`config.mk`:
```
export PLATFORM = sky130hd
export DESIGN_NAME = sd_spi_init
export DESIGN_NICKNAME = d
export VERILOG_FILES = /design/src/rtl/sd_spi_init.sv
export SDC_FILE = /design/constraint.sdc
export NUM_CORES = 1
export LEC_CHECK = 0
export ABC_AREA = 1
export CAP_MARGIN = 20
export CORE_MARGIN = 4
export CORE_UTILIZATION = 35
export DETAILED_ROUTE_END_ITERATION = 12
export PLACE_DENSITY_LB_ADDON = 0.08
export SYNTH_ARGS = -nofsm -noshare
export SYNTH_HDL_FRONTEND = slang
export SYNTH_SLANG_ARGS = --single-unit
```
`constraint.sdc`:
```
create_clock -name clk -period 1.9 [get_ports clk]
set_input_delay 0.19 -clock clk [delete_from_list [all_inputs] [get_ports clk]]
set_output_delay 0.19 -clock clk [all_outputs]
set_load 0.02 [all_outputs]
```
`src/rtl/sd_spi_init.sv`:
```
module sd_spi_init #(
  parameter int WAKE_BYTES = 16,
  parameter int MAX_TRY    = 5000,
  parameter int BLK_LEN    = 512
) (
  input  logic        clk,
  input  logic        rst_n,
  input  logic        start,
  output logic        wake_req,
  input  logic        wake_ack,
  output logic        cs_high,
  output logic        fast_clk,
  output logic        cmd_req,
  output logic [5:0]  cmd_index,
  output logic [31:0] cmd_arg,
  output logic [7:0]  cmd_crc,
  output logic [2:0]  cmd_tail,
  input  logic        cmd_ack,
  input  logic [7:0]  cmd_r1,
  input  logic [31:0] cmd_resp,
  output logic        busy,
  output logic        done,
  output logic        fail,
  output logic [2:0]  card_type,
  output logic        byte_addr
);
  localparam int WW = $clog2(WAKE_BYTES + 1);
  localparam int TW = $clog2(MAX_TRY + 1);
  localparam logic [2:0] T_NONE = 3'd0, T_MMC = 3'd1, T_SD1 = 3'd2, T_SD2 = 3'd3, T_SD2B = 3'd4;

  typedef enum logic [3:0] {
    S_IDLE, S_WAKE, S_RST, S_IFC, S_V2APP, S_V2OP, S_OCR,
    S_V1APP, S_V1OP, S_MMC, S_BLEN
  } st_t;

  st_t st;
  logic [WW-1:0] wake_cnt;
  logic [TW-1:0] tries;
  logic          last_try;

  assign busy     = (st != S_IDLE);
  assign wake_req = (st == S_WAKE);
  assign cs_high  = (st == S_WAKE);
  assign cmd_req  = busy && (st != S_WAKE);
  assign last_try = (tries == TW'(MAX_TRY - 1));

  always_comb begin
    cmd_index = 6'd0;
    cmd_arg   = 32'd0;
    cmd_crc   = 8'h95;
    cmd_tail  = 3'd0;
    case (st)
      S_IFC:            begin cmd_index = 6'd8;  cmd_arg = 32'h0000_01AA; cmd_crc = 8'h87; cmd_tail = 3'd4; end
      S_V2APP, S_V1APP: cmd_index = 6'd55;
      S_V2OP:           begin cmd_index = 6'd41; cmd_arg = 32'h4000_0000; end
      S_V1OP:           cmd_index = 6'd41;
      S_OCR:            begin cmd_index = 6'd58; cmd_tail = 3'd4; end
      S_MMC:            cmd_index = 6'd1;
      S_BLEN:           begin cmd_index = 6'd16; cmd_arg = 32'(BLK_LEN); end
      default: ;
    endcase
  end

  always_ff @(posedge clk or negedge rst_n) begin
    if (!rst_n) begin
      st <= S_IDLE; wake_cnt <= '0; tries <= '0;
      done <= 1'b0; fail <= 1'b0; card_type <= T_NONE; byte_addr <= 1'b0; fast_clk <= 1'b0;
    end else begin
      case (st)
        S_IDLE: if (start) begin
          st <= S_WAKE; wake_cnt <= '0; tries <= '0;
          done <= 1'b0; fail <= 1'b0; card_type <= T_NONE; byte_addr <= 1'b0; fast_clk <= 1'b0;
        end
        S_WAKE: if (wake_ack) begin
          if (wake_cnt == WW'(WAKE_BYTES - 1)) st <= S_RST;
          else wake_cnt <= wake_cnt + 1'b1;
        end
        default: if (cmd_ack) begin
          case (st)
            S_RST: if (cmd_r1 == 8'h01) st <= S_IFC;
                   else begin st <= S_IDLE; done <= 1'b1; fail <= 1'b1; end
            S_IFC: begin
              tries <= '0;
              if (cmd_r1 == 8'h01)      st <= S_V2APP;
              else if (cmd_r1 == 8'h05) st <= S_V1APP;
              else begin st <= S_IDLE; done <= 1'b1; fail <= 1'b1; end
            end
            S_V2APP: st <= S_V2OP;
            S_V2OP:
              if (cmd_r1 == 8'h00) st <= S_OCR;
              else if (last_try) begin st <= S_IDLE; done <= 1'b1; fail <= 1'b1; end
              else begin tries <= tries + 1'b1; st <= S_V2APP; end
            S_OCR:
              if (cmd_r1 != 8'h00) begin st <= S_IDLE; done <= 1'b1; fail <= 1'b1; end
              else begin
                st        <= S_BLEN;
                card_type <= cmd_resp[30] ? T_SD2B : T_SD2;
                byte_addr <= ~cmd_resp[30];
              end
            S_V1APP: st <= S_V1OP;
            S_V1OP:
              if (tries == '0 && cmd_r1 > 8'h01) begin
                card_type <= T_MMC; byte_addr <= 1'b1; st <= S_MMC;
              end else begin
                if (tries == '0) begin card_type <= T_SD1; byte_addr <= 1'b1; end
                if (cmd_r1 == 8'h00) st <= S_BLEN;
                else if (last_try) begin
                  st <= S_IDLE; done <= 1'b1; fail <= 1'b1; card_type <= T_NONE; byte_addr <= 1'b0;
                end else begin tries <= tries + 1'b1; st <= S_V1APP; end
              end
            S_MMC:
              if (cmd_r1 == 8'h00) st <= S_BLEN;
              else if (last_try) begin
                st <= S_IDLE; done <= 1'b1; fail <= 1'b1; card_type <= T_NONE; byte_addr <= 1'b0;
              end else tries <= tries + 1'b1;
            S_BLEN:
              if (cmd_r1 == 8'h00) begin st <= S_IDLE; done <= 1'b1; fast_clk <= 1'b1; end
              else begin
                st <= S_IDLE; done <= 1'b1; fail <= 1'b1; card_type <= T_NONE; byte_addr <= 1'b0;
              end
            default: st <= S_IDLE;
          endcase
        end
      endcase
    end
  end


  slow_while_busy_chk: assert property (@(posedge clk) disable iff (!rst_n)
    busy |-> !fast_clk);


  wake_excl_chk: assert property (@(posedge clk) disable iff (!rst_n)
    !(wake_req && cmd_req));


  fail_clears_chk: assert property (@(posedge clk) disable iff (!rst_n)
    fail |-> (done && card_type == 3'd0 && !byte_addr && !fast_clk));


  hold_result_chk: assert property (@(posedge clk) disable iff (!rst_n)
    (!busy && !start) |=> ($stable(card_type) && $stable(done) && $stable(fail) && $stable(byte_addr)));


  busy_start_chk: assert property (@(posedge clk) disable iff (!rst_n)
    (busy && start && !cmd_ack && !wake_ack) |=> busy);


  type_addr_chk: assert property (@(posedge clk) disable iff (!rst_n)
    (done && !fail) |-> (byte_addr == (card_type != 3'd4)));


  cmd_crc_chk: assert property (@(posedge clk) disable iff (!rst_n)
    (cmd_req && cmd_index != 6'd8) |-> (cmd_crc == 8'h95));
endmodule

```
Yosys cells after proc, flatten, opt, wreduce, memory -nomap -nowiden --
Index checks and enable logic that the tools add are counted. Widths: inputs -> output; s select.
Word-level totals: flip-flop bits (word level) 29, input bits 45
Operators by class: add/sub/neg operators 2, order comparisons 1, equal/unequal tests 29, mux-type cells 78, bitwise gates (word level) 2, reduce and logical (&&, ||, !) cells 26
Operator list (count):
- $pmux 31 s3 | 1
- $mux 13 | 5
- $mux 3 | 17
- $pmux 13 s3 | 1
- $mux 4 | 9
- $pmux 6 s6 | 1
- $pmux 4 s8 | 1
- $mux 1 | 26
- $pmux 13 s2 | 1
- $ne 3x3->1 const B | 8
- $mux 5 | 4
- $eq 4x3->1 const B | 4
- $reduce_and 5->1 | 3
- $add 13x1->13 const B | 1
- $eq 13x13->1 const B | 1
- $logic_not 13->1 | 1
- $eq 4x4->1 const B | 3
- $pmux 1 s6 | 2
- $pmux 3 s4 | 1
- $pmux 5 s2 | 1
- $reduce_and 10->1 | 1
- $reduce_and 9->1 | 1
- $eq 4x2->1 const B | 2
- $eq 8x1->1 const B | 1
- 28 further kinds | 42

Logic depth before layout (Yosys ltp) --
depth in word-level cells 8, mapped depth 12, depth with buffers taken out 12

Least setup slack after synthesis --
No wires, ideal clock.
path type reg-to-reg, start register tries[0], end register tries[3], data arrival time 1.551 ns, required time 1.782 ns, setup slack 0.231 ns, cell stages (with the launch flop) 11, path buffers 1, cell sequence dfrtp_1 > inv_1 > ha_1 > nand2_1 > nor2_1 > nand2_1 > nor2_2 > nand3_1 > nand3_4 > buf_6 > o21ai_2
On the way: longest elaborated chain between the ends 7, elaborated cells on any way between the ends 12, those cells by class add/sub (1); eq/ne (2); mux (6); reduce/logical (3)
Ends and longest elaborated chain:
- start: declaration | RTL line 38 | logic [TW-1:0] tries;
- start signal: assignment | RTL line 115 | end else tries <= tries + 1'b1;
- $add 13x1->13 / $eq 13x13->1 (equally long branches)
- $mux 13 | RTL line 91, 107, 113
- $mux 13 | RTL line 106 | if (cmd_r1 == 8'h00) st <= S_BLEN;
- $mux 13 | RTL line 102 | if (tries == '0 && cmd_r1 > 8'h01) begin
- $pmux 13 s3 | RTL line 79 | case (st)
- $mux 13 | RTL line 78 | default: if (cmd_ack) begin
- $pmux 13 s2 | RTL line 69 | case (st)
Parallel ways exist; a longest one is shown, timed or not. The select of a mux whose other input is x is not followed. A chain may end at the register's enable or synchronous reset.

Worst setup path in the final report --
start register st[1], end output cmd_index[4]
On the way: longest elaborated chain between the ends 3, elaborated cells on any way between the ends 11, those cells by class eq/ne (8); mux (1); reduce/logical (2)
Ends and longest elaborated chain:
- start: declaration | RTL line 36 | st_t st;
- start signal: assignment | RTL line 66 | st <= S_IDLE; wake_cnt <= '0; tries <= '0;
- start signal: assignment | RTL line 71 | st <= S_WAKE; wake_cnt <= '0; tries <= '0;
- start signal: assignment | RTL line 75 | if (wake_cnt == WW'(WAKE_BYTES - 1)) st <= S_RST;
- $eq 4x4->1 / $eq 4x3->1 (equally long branches) | RTL line 52 | case (st)
- $reduce_or 2->1 (on tied branches)
- $pmux 6 s6 (*) | RTL line 52
- end: declaration | RTL line 14 | output logic [5:0] cmd_index,
Mark *: on every way between the ends. The rest lies on a longest branch, timed or not.

==> metrics.txt <==
# TYPE chip_impl_metric gauge
chip_impl_metric{name="die-area",unit="µm²"} 9008
chip_impl_metric{name="fp.dieW",unit="µm"} 94.91
chip_impl_metric{name="max_rail_drop_vdd",unit="mV"} 0.4856
chip_impl_metric{name="finalHoldViolCount",unit=""} 0
chip_impl_metric{name="max_stage_delay_on_crit_path",unit="ps"} 460
chip_impl_metric{name="power_per_cell_area",unit="nW/µm²"} 1207
chip_impl_info{name="end_kind",value="output pin"} 1
chip_impl_metric{name="clkLatencyLatePin",unit="ps"} 280
chip_impl_metric{name="grt_overflow",unit=""} 0
chip_impl_metric{name="synthesis.yosys.warnings",unit=""} 0
chip_impl_metric{name="postLayoutCellArea",unit="µm²"} 3323
chip_impl_metric{name="clock_path_buffers",unit=""} 2
chip_impl_info{name="cts_tree",value="yes"} 1
chip_impl_info{name="synth_top_flop_cell",value="dfrtp_1"} 1
chip_impl_metric{name="setup-tns-final",unit="ps"} 0
chip_impl_metric{name="cp.required",unit="ps"} 1710
chip_impl_metric{name="cp_data_arrival_time",unit="ps"} 1620
chip_impl_metric{name="synth_cells",unit=""} 402
chip_impl_metric{name="groute.usage.overall",unit="%"} 14.96
chip_impl_metric{name="fin_skew",unit="ps"} 5.365
chip_impl_metric{name="ys_async_sr_fraction",unit="%"} 100.0
chip_impl_metric{name="grt_use_met3",unit="%"} 2.948
chip_impl_info{name="ff_to_ff_end",value="st[2]"} 1
chip_impl_info{name="critical_path_class",value="flop to output pin"} 1
chip_impl_metric{name="routed-via-count",unit=""} 2582
chip_impl_metric{name="rows",unit=""} 31
chip_impl_metric{name="numCtsBuffers",unit=""} 5
chip_impl_metric{name="timing.final.crit_period",unit="ps"} 1813
chip_impl_info{name="gr-max-usage-layer",value="met2"} 1
chip_impl_metric{name="pin_count",unit=""} 105
chip_impl_info{name="outcome",value="completed"} 1
chip_impl_metric{name="cap_viol_max_count",unit=""} 0
chip_impl_info{name="critPathTopFamily",value="simple AND/OR/NAND/NOR gates"} 1
chip_impl_metric{name="pin_count_of_the_biggest_net_entering_global_routing",unit=""} 30
chip_impl_metric{name="drt_drc_violations_left",unit=""} 0
chip_impl_metric{name="start_util",unit="%"} 36.26
chip_impl_info{name="worst_path_max_delay_cell",value="dfrtp_2"} 1
chip_impl_info{name="critPathLaunch",value="st[1]"} 1
chip_impl_metric{name="reg2reg_depth",unit=""} 10
chip_impl_metric{name="numClockSinks",unit=""} 29
chip_impl_metric{name="ant_nets",unit=""} 0
chip_impl_metric{name="wire_length_per_cell",unit="µm"} 11.57
chip_impl_metric{name="crit_fanout",unit=""} 6
chip_impl_metric{name="chipHeight",unit="µm"} 94.91
chip_impl_metric{name="timing.final.crit_share",unit="%"} 95.40
chip_impl_metric{name="grt_pass1_wl",unit="mm"} 10.78
chip_impl_metric{name="placed_cell_area",unit="µm²"} 3197
chip_impl_metric{name="grt_pass1_vias",unit=""} 2313
chip_impl_metric{name="power",unit="µW"} 4010
chip_impl_metric{name="area_delta_synth_final",unit="%"} 25.70
chip_impl_metric{name="final_nets",unit=""} 518
chip_impl_metric{name="static-leakage-power",unit="µW"} 0.001772
chip_impl_metric{name="coreArea",unit="µm²"} 7292
chip_impl_metric{name="gpl.final_weighted_congestion",unit=""} 0.8832
chip_impl_metric{name="htree_levels",unit=""} 2
chip_impl_metric{name="place.detailed.hpwl",unit="mm"} 5.262
chip_impl_info{name="worst_r2r_startpoint",value="st[3]"} 1
chip_impl_metric{name="synthesis.area_per_instance",unit="µm²"} 6.577
chip_impl_metric{name="first_pass_iters",unit=""} 4
chip_impl_info{name="worstHoldPathType",value="input pin to asynchronous set/reset pin"} 1
chip_impl_metric{name="setup-violations-final",unit=""} 0
chip_impl_metric{name="numPortBuffers",unit=""} 40
chip_impl_metric{name="fraction_of_layout_instances_using_a_drive_strength_above_1",unit="%"} 19.62
chip_impl_metric{name="starting_drt_drc_count",unit=""} 119
chip_impl_info{name="cts_root_buf",value="clkbuf_8"} 1
chip_impl_metric{name="synth_edf_count",unit=""} 0
chip_impl_metric{name="layout.core_utilization",unit="%"} 45.57
chip_impl_metric{name="finalWirelength",unit="mm"} 6.574
chip_impl_metric{name="avgViaCountPerCell",unit=""} 4.546
chip_impl_metric{name="yosysSeqAreaShare",unit="%"} 27.45
chip_impl_metric{name="mappedNetlistArea",unit="µm²"} 2644
chip_impl_info{name="crit_path_cell_trace",value="nand2_1, nor2_1, or2_2, dlygate4sd2_1"} 1
chip_impl_metric{name="timing.fmax",unit="GHz"} 0.5517
chip_impl_metric{name="met2_resource_use_gr",unit="%"} 22.61
chip_impl_metric{name="reg_to_reg_slack_setup",unit="ps"} 130
chip_impl_metric{name="diodes",unit=""} 0
chip_impl_info{name="rsz_0062_raised_after_global_routing",value="no"} 1
chip_impl_metric{name="grt_antenna_before_repair",unit=""} 0
chip_impl_metric{name="cts.clk_slew.worst_paths",unit="ps"} 70
chip_impl_metric{name="worst-path-buf-inv",unit=""} 1
chip_impl_info{name="crit_path_start_kind",value="flop"} 1
chip_impl_metric{name="gr-usage-met1",unit="%"} 21.58
chip_impl_metric{name="slew_viol_final",unit=""} 0
chip_impl_metric{name="synth_cell_types",unit=""} 32
chip_impl_metric{name="postSynthRegisterBits",unit=""} 29
## final cells by class
class	instances	area, µm²
multi-input combinational	310	1560
sequential	29	728.2
clock buffer	7	86.33
inverter	51	191.4
timing repair buffer	72	633.1
tap	99	123.9
fill	774	3969
## layout by cell type (no fill, tap or decap), types with 5 or more instances in the layout
cell type	n
a21oi_1	6
buf_4	31
clkbuf_8	6
clkdlybuf4s50_1	20
conb_1	33
dfrtp_1	27
dlygate4sd2_1	18
inv_1	46
inv_2	5
nand2_1	105
nand2_2	6
nand3_1	33
nand4_1	6
nor2_1	42
nor2_2	10
nor2_4	10
nor3_1	8
o21ai_0	12
o21ai_2	11
## worst reg2reg max path: stages, from the launching register on
cell	delay [ps]
dfrtp_1	380
buf_4	150
nor2_4	160
buf_4	160
nand2_4	70
inv_2	90
nand2_1	70
and2_1	190
nor2_4	190
o21ai_0	150
o21ai_0	100
## sequential cells by signal, summed over array words and instances, names as in the netlist
| register | flops |
|---|---|
| tries | 13 |
| wake_cnt | 5 |
| st | 4 |
| card_type | 3 |
| byte_addr | 1 |
| done | 1 |
| fail | 1 |
| fast_clk | 1 |
## metrics by stage
step           setup WS (ps)  instances  hold slack [ps]
6_report               87.35        568            304.1
5_1_grt               0.1184        568            348.6
4_1_cts                2.412        566            319.5
3_5_place_dp          -17.26        559            491.7
3_3_place_gp          -8.230        559            488.8
2_1_floorplan          230.9        433           -105.6
## repair_timing
item,CTS,global route
gates cloned,0,0
hold buffers,0,0
gates resized for setup,21,15
setup buffers,0,2
pin swaps,0,3
setup endpoints to repair,19,26
## kinds of logic (layout without fill, tap and decap cells)
logic type                 after synthesis  count (layout)  share of synthesized area (%)
DFF                                     29              29                          27.45
buffers and inverters                   94             130                          19.55
and+or+nand+nor                        233             233                          40.98
other                                    2              33                         0.2841
AOI/OAI and AO/OA                       40              40                          9.844
adders and majority gates                4               4                          1.893
## worst max path at each step
stage | endpoint | slack, ps | cells past startpoint
detailed placement | tries[12] | -20 | 10
floorplan | tries[3] | 230 | 10
CTS | cmd_req | 2 | 5
global placement | tries[12] | -8 | 10
finish | cmd_index[4] | 90 | 4
global route | tries[6] | 0.1 | 9
## synthesized netlist by cell type (4+ instances only)
cell type  instances  area (µm²)
nand3b_1           4       30.03
nand3_1           34       170.2
o21ai_2           11       96.34
nor3_1             8       40.04
nand2_1          106       397.9
buf_4             39       292.8
nand4_1            6       37.54
nor2_4             7       78.83
inv_1             46       172.7
nor2_1            50       187.7
a21oi_1            6       30.03
nor2_2             5       31.28
dfrtp_1           29       725.7
inv_2              5       18.77
o21ai_0           12       60.06
ha_1               4       50.05
nand2_2            5       31.28
## routing by layer
| layer | up-vias | routed length (µm) |
|---|---|---|
| met5 | - | 0 |
| met4 | 0 | 77 |
| met3 | 6 | 463 |
| met2 | 79 | 2779 |
| met1 | 1164 | 3254 |
| li1 | 1333 | - |
## power by group
group,total [µW],switching (µW),internal (µW)
sequential,853,114,739
clock,529,242,287
combinational,2630,1620,1000
total,4010,1980,2030
(Power assumes the default switching activity.)
